==> config.mk <==
export PLATFORM = sky130hd
export DESIGN_NAME = lane_edge_eval
export DESIGN_NICKNAME = d
export VERILOG_FILES = /design/src/rtl/lee_pkg.sv /design/src/rtl/lee_classify.sv /design/src/rtl/lee_extreme.sv /design/src/rtl/lane_edge_eval.sv
export SDC_FILE = /design/constraint.sdc
export NUM_CORES = 1
export LEC_CHECK = 0
export BUFFER_PORTS_ARGS = -buffer_cell sky130_fd_sc_hd__buf_2
export CAP_MARGIN = 0
export CORE_MARGIN = 2
export CORE_UTILIZATION = 47
export DETAILED_ROUTE_END_ITERATION = 10
export GPL_ROUTABILITY_DRIVEN = 0
export PLACE_DENSITY = 0.74
export REMOVE_ABC_BUFFERS = 1
export SYNTH_ARGS = -nofsm -noshare
export SYNTH_HDL_FRONTEND = slang
export SYNTH_SLANG_ARGS = --single-unit
==> constraint.sdc <==
create_clock -name clk -period 4 [get_ports clk]
set_input_delay 0.6 -clock clk [delete_from_list [all_inputs] [get_ports clk]]
set_output_delay 0.6 -clock clk [all_outputs]
set_load 0.005 [all_outputs]
==> src/rtl/lee_pkg.sv <==
package lee_pkg;
  typedef enum logic [2:0] {
    ST_ENG_FAIL   = 3'd1,
    ST_RETRY_FAIL = 3'd2,
    ST_EVAL       = 3'd3,
    ST_NO_EDGE    = 3'd4
  } lane_st_e;
endpackage

==> src/rtl/lee_classify.sv <==
// Extracts the mode-dependent field, detects engine success and the edge,
// and produces the nudged edge position.
module lee_classify #(
  parameter int POS_W = 6,
  parameter int RX_W  = 5
) (
  input  logic             flag,
  input  logic [POS_W-1:0] raw,
  input  logic             mode_tx,
  output logic             eng_ok,
  output logic             edge_found,
  output logic [POS_W-1:0] adj_pos
);
  localparam logic [POS_W-1:0] RX_MASK = {{(POS_W-RX_W){1'b0}}, {RX_W{1'b1}}};
  localparam logic [POS_W-1:0] TX_MASK = {POS_W{1'b1}};

  logic [POS_W-1:0] field;

  always_comb begin
    field      = raw & (mode_tx ? TX_MASK : RX_MASK);
    eng_ok     = flag;
    edge_found = mode_tx ? (field != '0) : (field != RX_MASK);
    adj_pos    = mode_tx ? (field - 1'b1) : (field + 1'b1);
  end
endmodule

==> src/rtl/lee_extreme.sv <==
// Running min/max of adjusted edges, plus the mode-selected shift value.
module lee_extreme #(
  parameter int POS_W = 6,
  parameter int RX_W  = 5
) (
  input  logic             clk,
  input  logic             rst,
  input  logic             init,
  input  logic             init_tx,
  input  logic             upd,
  input  logic             mode_tx,
  input  logic [POS_W-1:0] pos,
  output logic [POS_W-1:0] min_q,
  output logic [POS_W-1:0] max_q,
  output logic [POS_W-1:0] shift_q
);
  localparam logic [POS_W-1:0] RX_TOP = {{(POS_W-RX_W){1'b0}}, {RX_W{1'b1}}};
  localparam logic [POS_W-1:0] TX_TOP = {POS_W{1'b1}};

  logic [POS_W-1:0] nmin, nmax;

  always_comb begin
    nmin = (pos < min_q) ? pos : min_q;
    nmax = (pos > max_q) ? pos : max_q;
  end

  always_ff @(posedge clk) begin
    if (rst) begin
      min_q   <= RX_TOP;
      max_q   <= '0;
      shift_q <= '0;
    end else if (init) begin
      min_q   <= init_tx ? TX_TOP : RX_TOP;
      max_q   <= '0;
      shift_q <= '0;
    end else if (upd) begin
      min_q   <= nmin;
      max_q   <= nmax;
      shift_q <= mode_tx ? nmin : nmax;
    end
  end
endmodule

==> src/rtl/lane_edge_eval.sv <==
module lane_edge_eval #(
  parameter int WORD_W    = 32,
  parameter int FLAG_POS  = 25,
  parameter int POS_W     = 6,
  parameter int RX_W      = 5,
  parameter int LANE_BITS = 8,
  localparam int IDX_W    = $clog2(LANE_BITS),
  localparam int CNT_W    = $clog2(LANE_BITS + 1)
) (
  input  logic              clk,
  input  logic              rst,
  input  logic              start,
  input  logic              tx_mode,
  input  logic              retry,
  input  logic              in_valid,
  output logic              in_ready,
  input  logic [IDX_W-1:0]  in_bit,
  input  logic [WORD_W-1:0] in_word,
  output logic [2:0]        status,
  output logic              lock,
  output logic [POS_W-1:0]  shift_val,
  output logic [POS_W-1:0]  min_pos,
  output logic [POS_W-1:0]  max_pos,
  output logic              done
);
  import lee_pkg::*;

  localparam logic [IDX_W-1:0] LAST_IDX = IDX_W'(LANE_BITS - 1);
  localparam logic [CNT_W-1:0] FULL_CNT = CNT_W'(LANE_BITS);

  logic             active_q, mode_q, retry_q, lock_q, done_q;
  lane_st_e         st_q;
  logic [CNT_W-1:0] cnt_q, cnt_nx;
  logic             eng_ok, edge_found;
  logic [POS_W-1:0] adj_pos;
  logic             accept, evaluating, good, upd, last;

  lee_classify #(.POS_W(POS_W), .RX_W(RX_W)) u_cls (
    .flag       (in_word[FLAG_POS]),
    .raw        (in_word[POS_W-1:0]),
    .mode_tx    (mode_q),
    .eng_ok     (eng_ok),
    .edge_found (edge_found),
    .adj_pos    (adj_pos)
  );

  always_comb begin
    accept     = in_valid && active_q && !start;
    evaluating = accept && (st_q == ST_EVAL);
    good       = eng_ok && edge_found;
    upd        = evaluating && good;
    last       = accept && (in_bit == LAST_IDX);
    cnt_nx     = cnt_q + CNT_W'(upd && retry_q);
  end

  lee_extreme #(.POS_W(POS_W), .RX_W(RX_W)) u_ext (
    .clk     (clk),
    .rst     (rst),
    .init    (start),
    .init_tx (tx_mode),
    .upd     (upd),
    .mode_tx (mode_q),
    .pos     (adj_pos),
    .min_q   (min_pos),
    .max_q   (max_pos),
    .shift_q (shift_val)
  );

  always_ff @(posedge clk) begin
    if (rst) begin
      active_q <= 1'b0;
      mode_q   <= 1'b0;
      retry_q  <= 1'b0;
      st_q     <= ST_EVAL;
      lock_q   <= 1'b0;
      cnt_q    <= '0;
      done_q   <= 1'b0;
    end else if (start) begin
      active_q <= 1'b1;
      mode_q   <= tx_mode;
      retry_q  <= retry;
      st_q     <= ST_EVAL;
      lock_q   <= !retry;
      cnt_q    <= '0;
      done_q   <= 1'b0;
    end else begin
      done_q <= last;
      cnt_q  <= cnt_nx;
      if (last) active_q <= 1'b0;
      if (evaluating && !good) begin
        lock_q <= 1'b0;
        if (retry_q)      st_q <= ST_RETRY_FAIL;
        else if (!eng_ok) st_q <= ST_ENG_FAIL;
        else              st_q <= ST_NO_EDGE;
      end
      if (last && retry_q) lock_q <= (cnt_nx == FULL_CNT);
    end
  end

  assign in_ready = active_q;
  assign status   = st_q;
  assign lock     = lock_q;
  assign done     = done_q;
endmodule

# == Word level (Yosys, flattened, before mapping) ==
# Index checks and enable logic that the tools add are counted.
# classes
add_sub_neg,3
magnitude_cmp,2
eq_ne,4
mux,16
bitwise_logic,1
n_reduce_logical,17
# ops
op,n
6-bit 2-to-1 mux,8
1-bit logical AND,9
6-bit by 1-bit adder with 6-bit output (second input constant),1
6-bit AND,1
6-bit > comparator,1
6-bit < comparator,1
1-bit 2-to-1 mux,6
3-bit 2-to-1 mux,2
6-bit by 5-bit != test with 1-bit output (second input constant),1
6-bit nonzero test,1
6-bit by 1-bit subtractor with 6-bit output (second input constant),1
4-bit by 1-bit adder with 4-bit output,1
4-bit == test (second input constant),1
2-bit nonzero test,2
3-bit by 2-bit == test with 1-bit output (second input constant),1
3-bit == test (second input constant),1
1-bit zero test,3
3-bit nonzero test,1
2-bit OR reduction,1
# word_totals
reg_bits,30
input_bits,41
elab_cells,53

# == Depth between registers and ports, before layout ==
# Gate-level depths: netlist of the first run.
# logic_depth
ltp_word,11
depth_mapped,13
mapped_depth_nobuf,12

# == Hierarchy ==
# A second synthesis of the first run with hierarchy kept.
# unflattened
hier_cells,236
hier_area_um2,2167.1
# by_module_without_submodules
module,n_inst,cells_per_inst,area_per_inst_um2,seq_area_each_um2
lee_extreme,1,153,1392.6,360.3
lane_edge_eval,1,54,551.8,240.2
lee_classify,1,29,222.7,0.0

# == Least setup slack after synthesis of the first run ==
# Ideal clock, no wire load.
# synth_path
kind,in2reg
from,in in_word[0]
to,reg u_ext.max_q[5]
setup_time_ns,0.131
arrival_time_ns,3.207
setup_slack_ns,0.662
stages,13
path_cell_list,fa_1 -> a21o_1 -> a21oi_1 -> xor2_1 -> inv_1 -> ha_1 -> a21oi_1 -> a21boi_0 -> o32a_1 -> buf_1 -> nand2_1 -> mux2i_1 -> nor2_1
# synth_between
elab_chain_len,5
elab_cells_between_ends,11
cone_classes,add/sub (2); order compare (1); eq/ne (1); mux (3); bitwise (1); reduce/logical (3)
# synth_lines
element,line_no,text
from (decl),lane_edge_eval.sv:18,"input logic [WORD_W-1:0] in_word,"
6-bit AND (*),lee_classify.sv:20,field = raw & (mode_tx ? TX_MASK : RX_MASK);
"6-bit by 1-bit adder with 6-bit output, or another cell as far along",lee_classify.sv:23,adj_pos = mode_tx ? (field - 1'b1) : (field + 1'b1);
6-bit 2-to-1 mux / 1-bit 2-to-1 mux (equally long branches),"lee_classify.sv:23, lee_classify.sv:22",
6-bit > comparator / 1-bit logical AND (equally long branches),"lee_extreme.sv:24, lane_edge_eval.sv:50",
6-bit 2-to-1 mux / 1-bit logical AND (equally long branches),"lee_extreme.sv:24, lane_edge_eval.sv:51",
to (signal assigned),lee_extreme.sv:38,max_q <= nmax;
to (decl),lee_extreme.sv:14,"output logic [POS_W-1:0] max_q,"
# Every way passes the cells marked *; elsewhere a longest branch is shown, timed or not.
# A chain may end at the register's enable or synchronous reset.

# == Final worst setup path of the first run ==
# layout_path
from,reg mode_q
to,reg u_ext.min_q[3]
# layout_between
elab_chain_len,8
elab_cells_between_ends,15
cone_classes,add/sub (2); order compare (1); eq/ne (1); mux (6); bitwise (1); reduce/logical (4)
# layout_lines
element,line_no,text
from (decl),lane_edge_eval.sv:31,"logic active_q, mode_q, retry_q, lock_q, done_q;"
from (signal assigned),lane_edge_eval.sv:80,mode_q <= tx_mode;
6-bit 2-to-1 mux,lee_classify.sv:20,
6-bit AND,lee_classify.sv:20,
6-bit by 1-bit adder with 6-bit output / 6-bit by 1-bit subtractor with 6-bit output (equally long branches),lee_classify.sv:23,
6-bit 2-to-1 mux,lee_classify.sv:23,
6-bit < comparator,lee_extreme.sv:23,nmin = (pos < min_q) ? pos : min_q;
6-bit 2-to-1 mux,lee_extreme.sv:23,
6-bit 2-to-1 mux,lee_extreme.sv:36,end else if (upd) begin
6-bit 2-to-1 mux,lee_extreme.sv:32,end else if (init) begin
to (signal assigned),lee_extreme.sv:33,min_q <= init_tx ? TX_TOP : RX_TOP;
to (signal assigned),lee_extreme.sv:37,min_q <= nmin;
to (decl),lee_extreme.sv:13,"output logic [POS_W-1:0] min_q,"
# Several ways; a longest one is shown, not always the timed one. The select of a mux whose other input is x is not followed.

==> run summary, run 1 <==
FF-to-FF setup slack: 500 ps
Initial core utilization: 48.5%
First-pass DRT Iterations: 4
Detailed Place HPWL: 3230 µm
Clock Sinks: 30
Worst Hold Class: flip-flop to flip-flop
Worst Setup End Kind: flip-flop
Total clock buffers created by CTS: 5
CTS tree: yes
Critical Path RT: 4110 ps
Number of placement rows: 23
Fmax achieved: 0.286 GHz
Max clock buf depth: 2
CP Max Fanout: 11
Post-Syn Instances: 221
Largest family of logic cells by synthesized area: simple AND/OR/NAND/NOR gates
Total gr overflow: 0
PwrDens: 391 nW/µm²
Status: finished clean
Hold_buf cts: 0
Post-synthesis sequential area ratio: 31.2%
Sw Share: 26.7%
CP startpoint kind: flip-flop
Commonest cells in the netlist: 30 x dfxtp_1, 23 x nand2_1, 17 x ha_1
Clock latency on the worst-skew pair: 290 ps
Leak: 1.07 nW
Slew @ Worst Pin: 1060 ps
Layout cells sized above 1: 27.0%
Unique cell type count in the Yosys netlist: 52
Clock Power Share: 43.3%
Final ANT Viol Nets: 0
Mapped cell area: 1930 µm²
Final hold vios: 0
Setup bufs post-CTS: 0
Total Routing Usage GR: 21.4%
Seq pwr share: 34.4%
Worst VDD drop: 0.000210 V
Worst-path clk slew: 70 ps
Adder-cell share of the synthesized area: 12.1%
Area share of xor/xnor cells in the synthesized design: 2.27%
Syn Area/Cell: 8.71 µm²
Tcrit/Tclk final: 87.5%
Largest net degree at the start of global routing: 18
Reported max-cap violation count: 0
Post-synth EDFFs: 0
Worst hold margin: 463 ps
Reg2Reg Depth: 12
Most frequent cell after synthesis: dfxtp_1
Post-route setup TNS: 0 ps
Total core area: 3970 µm²
Min cycle time layout: 3500 ps
Nets: 321
Resized Gates After CTS: 0
Die span in y: 68.0 µm
Wire per inst: 14.1 µm
Port Buffers: 39
CTS root buf: clkbuf_8
H-Tree Depth: 2
Slew Limit Fails: 0
# diodes: 0
Ys Warns: 0
Vias per cell: 5.44
Setup Skew: 4.78 ps
Area contributors post-synth: dfxtp_1 31%, ha_1 11%, nand2_1 4.5%
Area leader, netlist: dfxtp_1
Via Count: 1702
First-pass GRT wire length: 7380 µm
Synth async-reset ratio: 0%
Initial antenna violation count: 0
Vias in the first global route: 1547
Residual DRC: 0
Die X: 68.0 µm
Slew headroom: 28.8%
Power Total: 0.000898 W
Internal power: 0.000658 W
Predominant post-synthesis flop cell: dfxtp_1
Routed wire length: 4400 µm
Critical Path AT: 3610 ps
Total net switching power: 0.000240 W
Hold-critical path depth: 2
DRT iter0 DRCs: 84
Finished Core Util: 57.9%
Post-synth top area share: 31.2%
Final setup violating endpoints: 0
Crit path kind: flip-flop to flip-flop
RSZ-0062 raised after global routing: no
Mux share of post-synthesis cell area: 4.94%
I/O pins: 65
Combinational share of power: 22.3%
Synth Area in Simple Gates: 22.8%
Die area: 4620 µm²
Fillers: 366
Number of synthesized register bits: 30
Layout area overhead: 19.4%
Synth Area in Compound Gates: 20.3%
[critical path: stages (launching register included)]
cell and delay [ps]:
dfxtp_1 540, ha_1 300, a211oi_1 290, nor2_1 100
xnor2_1 210, inv_1 140, ha_1 330, a21o_1 170
a211o_1 310, o21a_1 320, or2_1 390, nand2_1 110
o211ai_1 90
[layer usage]
layer	up-vias	track usage (%)	part of all wire, %	wire length, µm
met5	-	0	0	0
met4	0	9.00	1.8	77
met3	7	4.11	5.5	243
met2	53	36.4	47	2070
met1	768	26.3	46	2010
li1	874	-	-	-
[area by class of cell]
cell class | instances | area [µm²] | area share [%]
Clock buffer | 6 | 82.6 | 3.59
Clock inverter | 2 | 60.1 | 2.61
Inverter | 14 | 52.6 | 2.29
Multi-Input combinational cell | 166 | 1200 | 52.2
Sequential cell | 30 | 601 | 26.1
Tap cell | 50 | 62.6 | 2.72
Timing Repair Buffer | 45 | 240 | 10.4
[cell usage in the layout, fill, tap and decap left out, drive strengths merged, types with 3 or more instances in the layout]
| cell type | count |
|---|---|
| buf | 45 |
| dfxtp | 30 |
| nand2 | 23 |
| ha | 17 |
| nor2 | 15 |
| a21oi | 15 |
| inv | 14 |
| nand3 | 11 |
| o211ai | 11 |
| o21ai | 8 |
| clkbuf | 6 |
| nor3 | 6 |
| and2 | 5 |
| mux2i | 5 |
| or2 | 5 |
| nand2b | 4 |
| mux2 | 4 |
| a211oi | 3 |
| xor2 | 3 |
| nand4 | 3 |
[sequential cells by signal, indices dropped and copies added (netlist names)]
name and count:
cnt_q 4, retry_q 1, u_ext.min_q 6, u_ext.shift_q 6, done 1, lock 1, mode_q 1, u_ext.max_q 6
status 3, in_ready 1
[stage by stage]
stage | instance area [µm²] | setup WS, ps | instances
final | 2300 | 500 | 313
after global routing | 2300 | 223 | 313
after CTS | 2300 | 529 | 313
after detailed placement | 2160 | 330 | 305
after global placement | 2160 | 369 | 305
after floorplan | 1850 | 550 | 210
[final timing paths]
kind,start,end
setup / recovery,mode_q,u_ext.min_q[3]
hold reg to reg,u_ext.shift_q[4],u_ext.shift_q[4]
setup reg to reg,mode_q,u_ext.min_q[3]
hold / removal,u_ext.shift_q[4],u_ext.shift_q[4]
[kinds of logic after synthesis]
| group | after synthesis |
|---|---|
| compound gates | 53 |
| xor+xnor | 5 |
| fa+ha+maj | 18 |
| buf+inv | 25 |
| flops | 30 |
| mux | 9 |
| simple gates | 81 |
[power by group through the flow]
stage	combinational (W)	clock [W]	sequential, W
floorplan	0.000129	0	0.000315
global placement	0.000190	0	0.000315
detailed placement	0.000194	0	0.000315
CTS	0.000199	0.000393	0.000309
global route	0.000224	0.000404	0.000309
finish	0.000201	0.000389	0.000309
Power figures use the tool's default switching activity.
==> inputs of run 2 (changes only) <==
- CORE_UTILIZATION: 47 -> 40
- PLACE_DENSITY: 0.74 -> 0.65
==> run 2 against run 1 <==
Non-clock buffer count unchanged. Clock skew up 5.8 ps. Via count down 0.94%. Global-route usage down 3.9 points. Maximum frequency up 3.6%. Worst hold slack worse by 7.8 ps.
==> run summary, run 2 (synthesis results as in run 1) <==
Status: finished clean
Layout area overhead: 16.6%
Critical Path RT: 4150 ps
Worst VDD drop: 0.000170 V
DRT iter0 DRCs: 31
# diodes: 0
Total core area: 4690 µm²
Commonest non-fill, non-tap cell in the layout: buf_2
Die X: 73.4 µm
Die span in y: 73.4 µm
Most Used Layer, Global Route: met2
Vias in the first global route: 1626
Initial antenna violation count: 0
Port Buffers: 39
Via Count: 1686
Cell area after layout: 2240 µm²
Vias per cell: 5.35
Max clock buf depth: 2
RSZ-0062 raised after global routing: no
Routed wire length: 4300 µm
Min cycle time layout: 3380 ps
Most frequent cells in the layout: 39 x buf_2, 30 x dfxtp_1, 23 x nand2_1
Setup Skew: 10.5 ps
I/O pins: 65
PwrDens: 330 nW/µm²
Tcrit/Tclk final: 84.5%
Met3 Track Usage GR: 5.35%
CP Max Fanout: 10
Number of placement rows: 25
Die area: 5380 µm²
Hold_buf cts: 0
Slew headroom: 37.2%
CTS root buf: clkbuf_8
First-pass GRT wire length: 7290 µm
Clock latency on the worst-skew pair: 280 ps
Largest registers: u_ext.max_q x6, u_ext.min_q x6, u_ext.shift_q x6
Worst Hold Class: flip-flop to flip-flop
Worst hold margin: 455 ps
Largest net degree at the start of global routing: 16
M1 GR Usage: 21.8%
Worst-path clk slew: 60 ps
Residual DRC: 0
Initial core utilization: 41.0%
Critical Path AT: 3530 ps
Wire per inst: 13.6 µm
CP startpoint kind: input port
Resized Gates After CTS: 0
Fmax achieved: 0.296 GHz
Leak: 1.04 nW
Total clock buffers created by CTS: 5
CTS tree: yes
Layout cells sized above 1: 26.4%
Final setup violating endpoints: 0
First-pass DRT Iterations: 4
Final hold vios: 0
Area after DPL: 2160 µm²
Slew Limit Fails: 0
H-Tree Depth: 2
Hold-critical path depth: 2
Reported max-cap violation count: 0
Final ANT Viol Nets: 0
Power Total: 0.000741 W
Nets: 321
Total Routing Usage GR: 17.5%
Post-route setup TNS: 0 ps
Reg2Reg Depth: 12
Slew @ Worst Pin: 938 ps
Clock Sinks: 30
Total gr overflow: 0
Worst Setup End Kind: flip-flop
Setup bufs post-CTS: 0
Detailed Place HPWL: 3320 µm
Met2 Use GR: 29.0%
Crit path kind: input port to flip-flop
[run 2: cell types whose count changed in the layout (fill, tap and decap cells not counted), sizes merged]
cell	previous run	this run
bufinv	2	0
[run 2: power by group]
group          leakage, nW  internal (W)  switching, W  total (W)
sequential           0.243      0.000304    0.00000401   0.000308
combinational        0.751     0.0000880      0.000108   0.000196
clock               0.0431      0.000132      0.000105   0.000237
total                 1.04      0.000524      0.000217   0.000741
[run 2: final cells by class]
cell class / instances / area (µm²)
multi-input combinational: 166 / 1200
tap: 54 / 67.6
timing repair buffer: 45 / 240
clock buffer: 6 / 82.6
inverter: 14 / 52.6
sequential: 30 / 601
fill: 454 / 2450
[run 2: path summary, 6_finish.rpt]
kind	startpoint	endpoint	slack, ps
worst max-delay path	in_word[0]	u_ext.shift_q[0]	620
worst min-delay path	u_ext.shift_q[4]	u_ext.shift_q[4]	460
worst max register to register	mode_q	u_ext.shift_q[2]	630
worst min register to register	u_ext.shift_q[4]	u_ext.shift_q[4]	460
[run 2: routing by layer]
metal	wire length, µm	up-vias
li1	-	873
met5	0	-
met2	1950	55
met3	234	6
met4	46	0
met1	2060	752
[run 2: critical path, stage by stage]
cell and delay (ps):
buf_2 170, fa_1 470, a21o_1 180, a21oi_1 160, xor2_1 200, inv_1 110
ha_1 320, a21oi_1 140, a21boi_0 90, o32a_1 450, or2_2 320, a211oi_1 240
nor3_2 70
[run 2: stage by stage]
stage | std cells | util, % | setup slack, ps
after global routing | 315 | 47.8 | 381
after global placement | 309 | 46.1 | 353
after floorplan | 210 | - | 550
final | 315 | 47.8 | 621
after detailed placement | 309 | 46.1 | 312
after CTS | 315 | 47.8 | 609
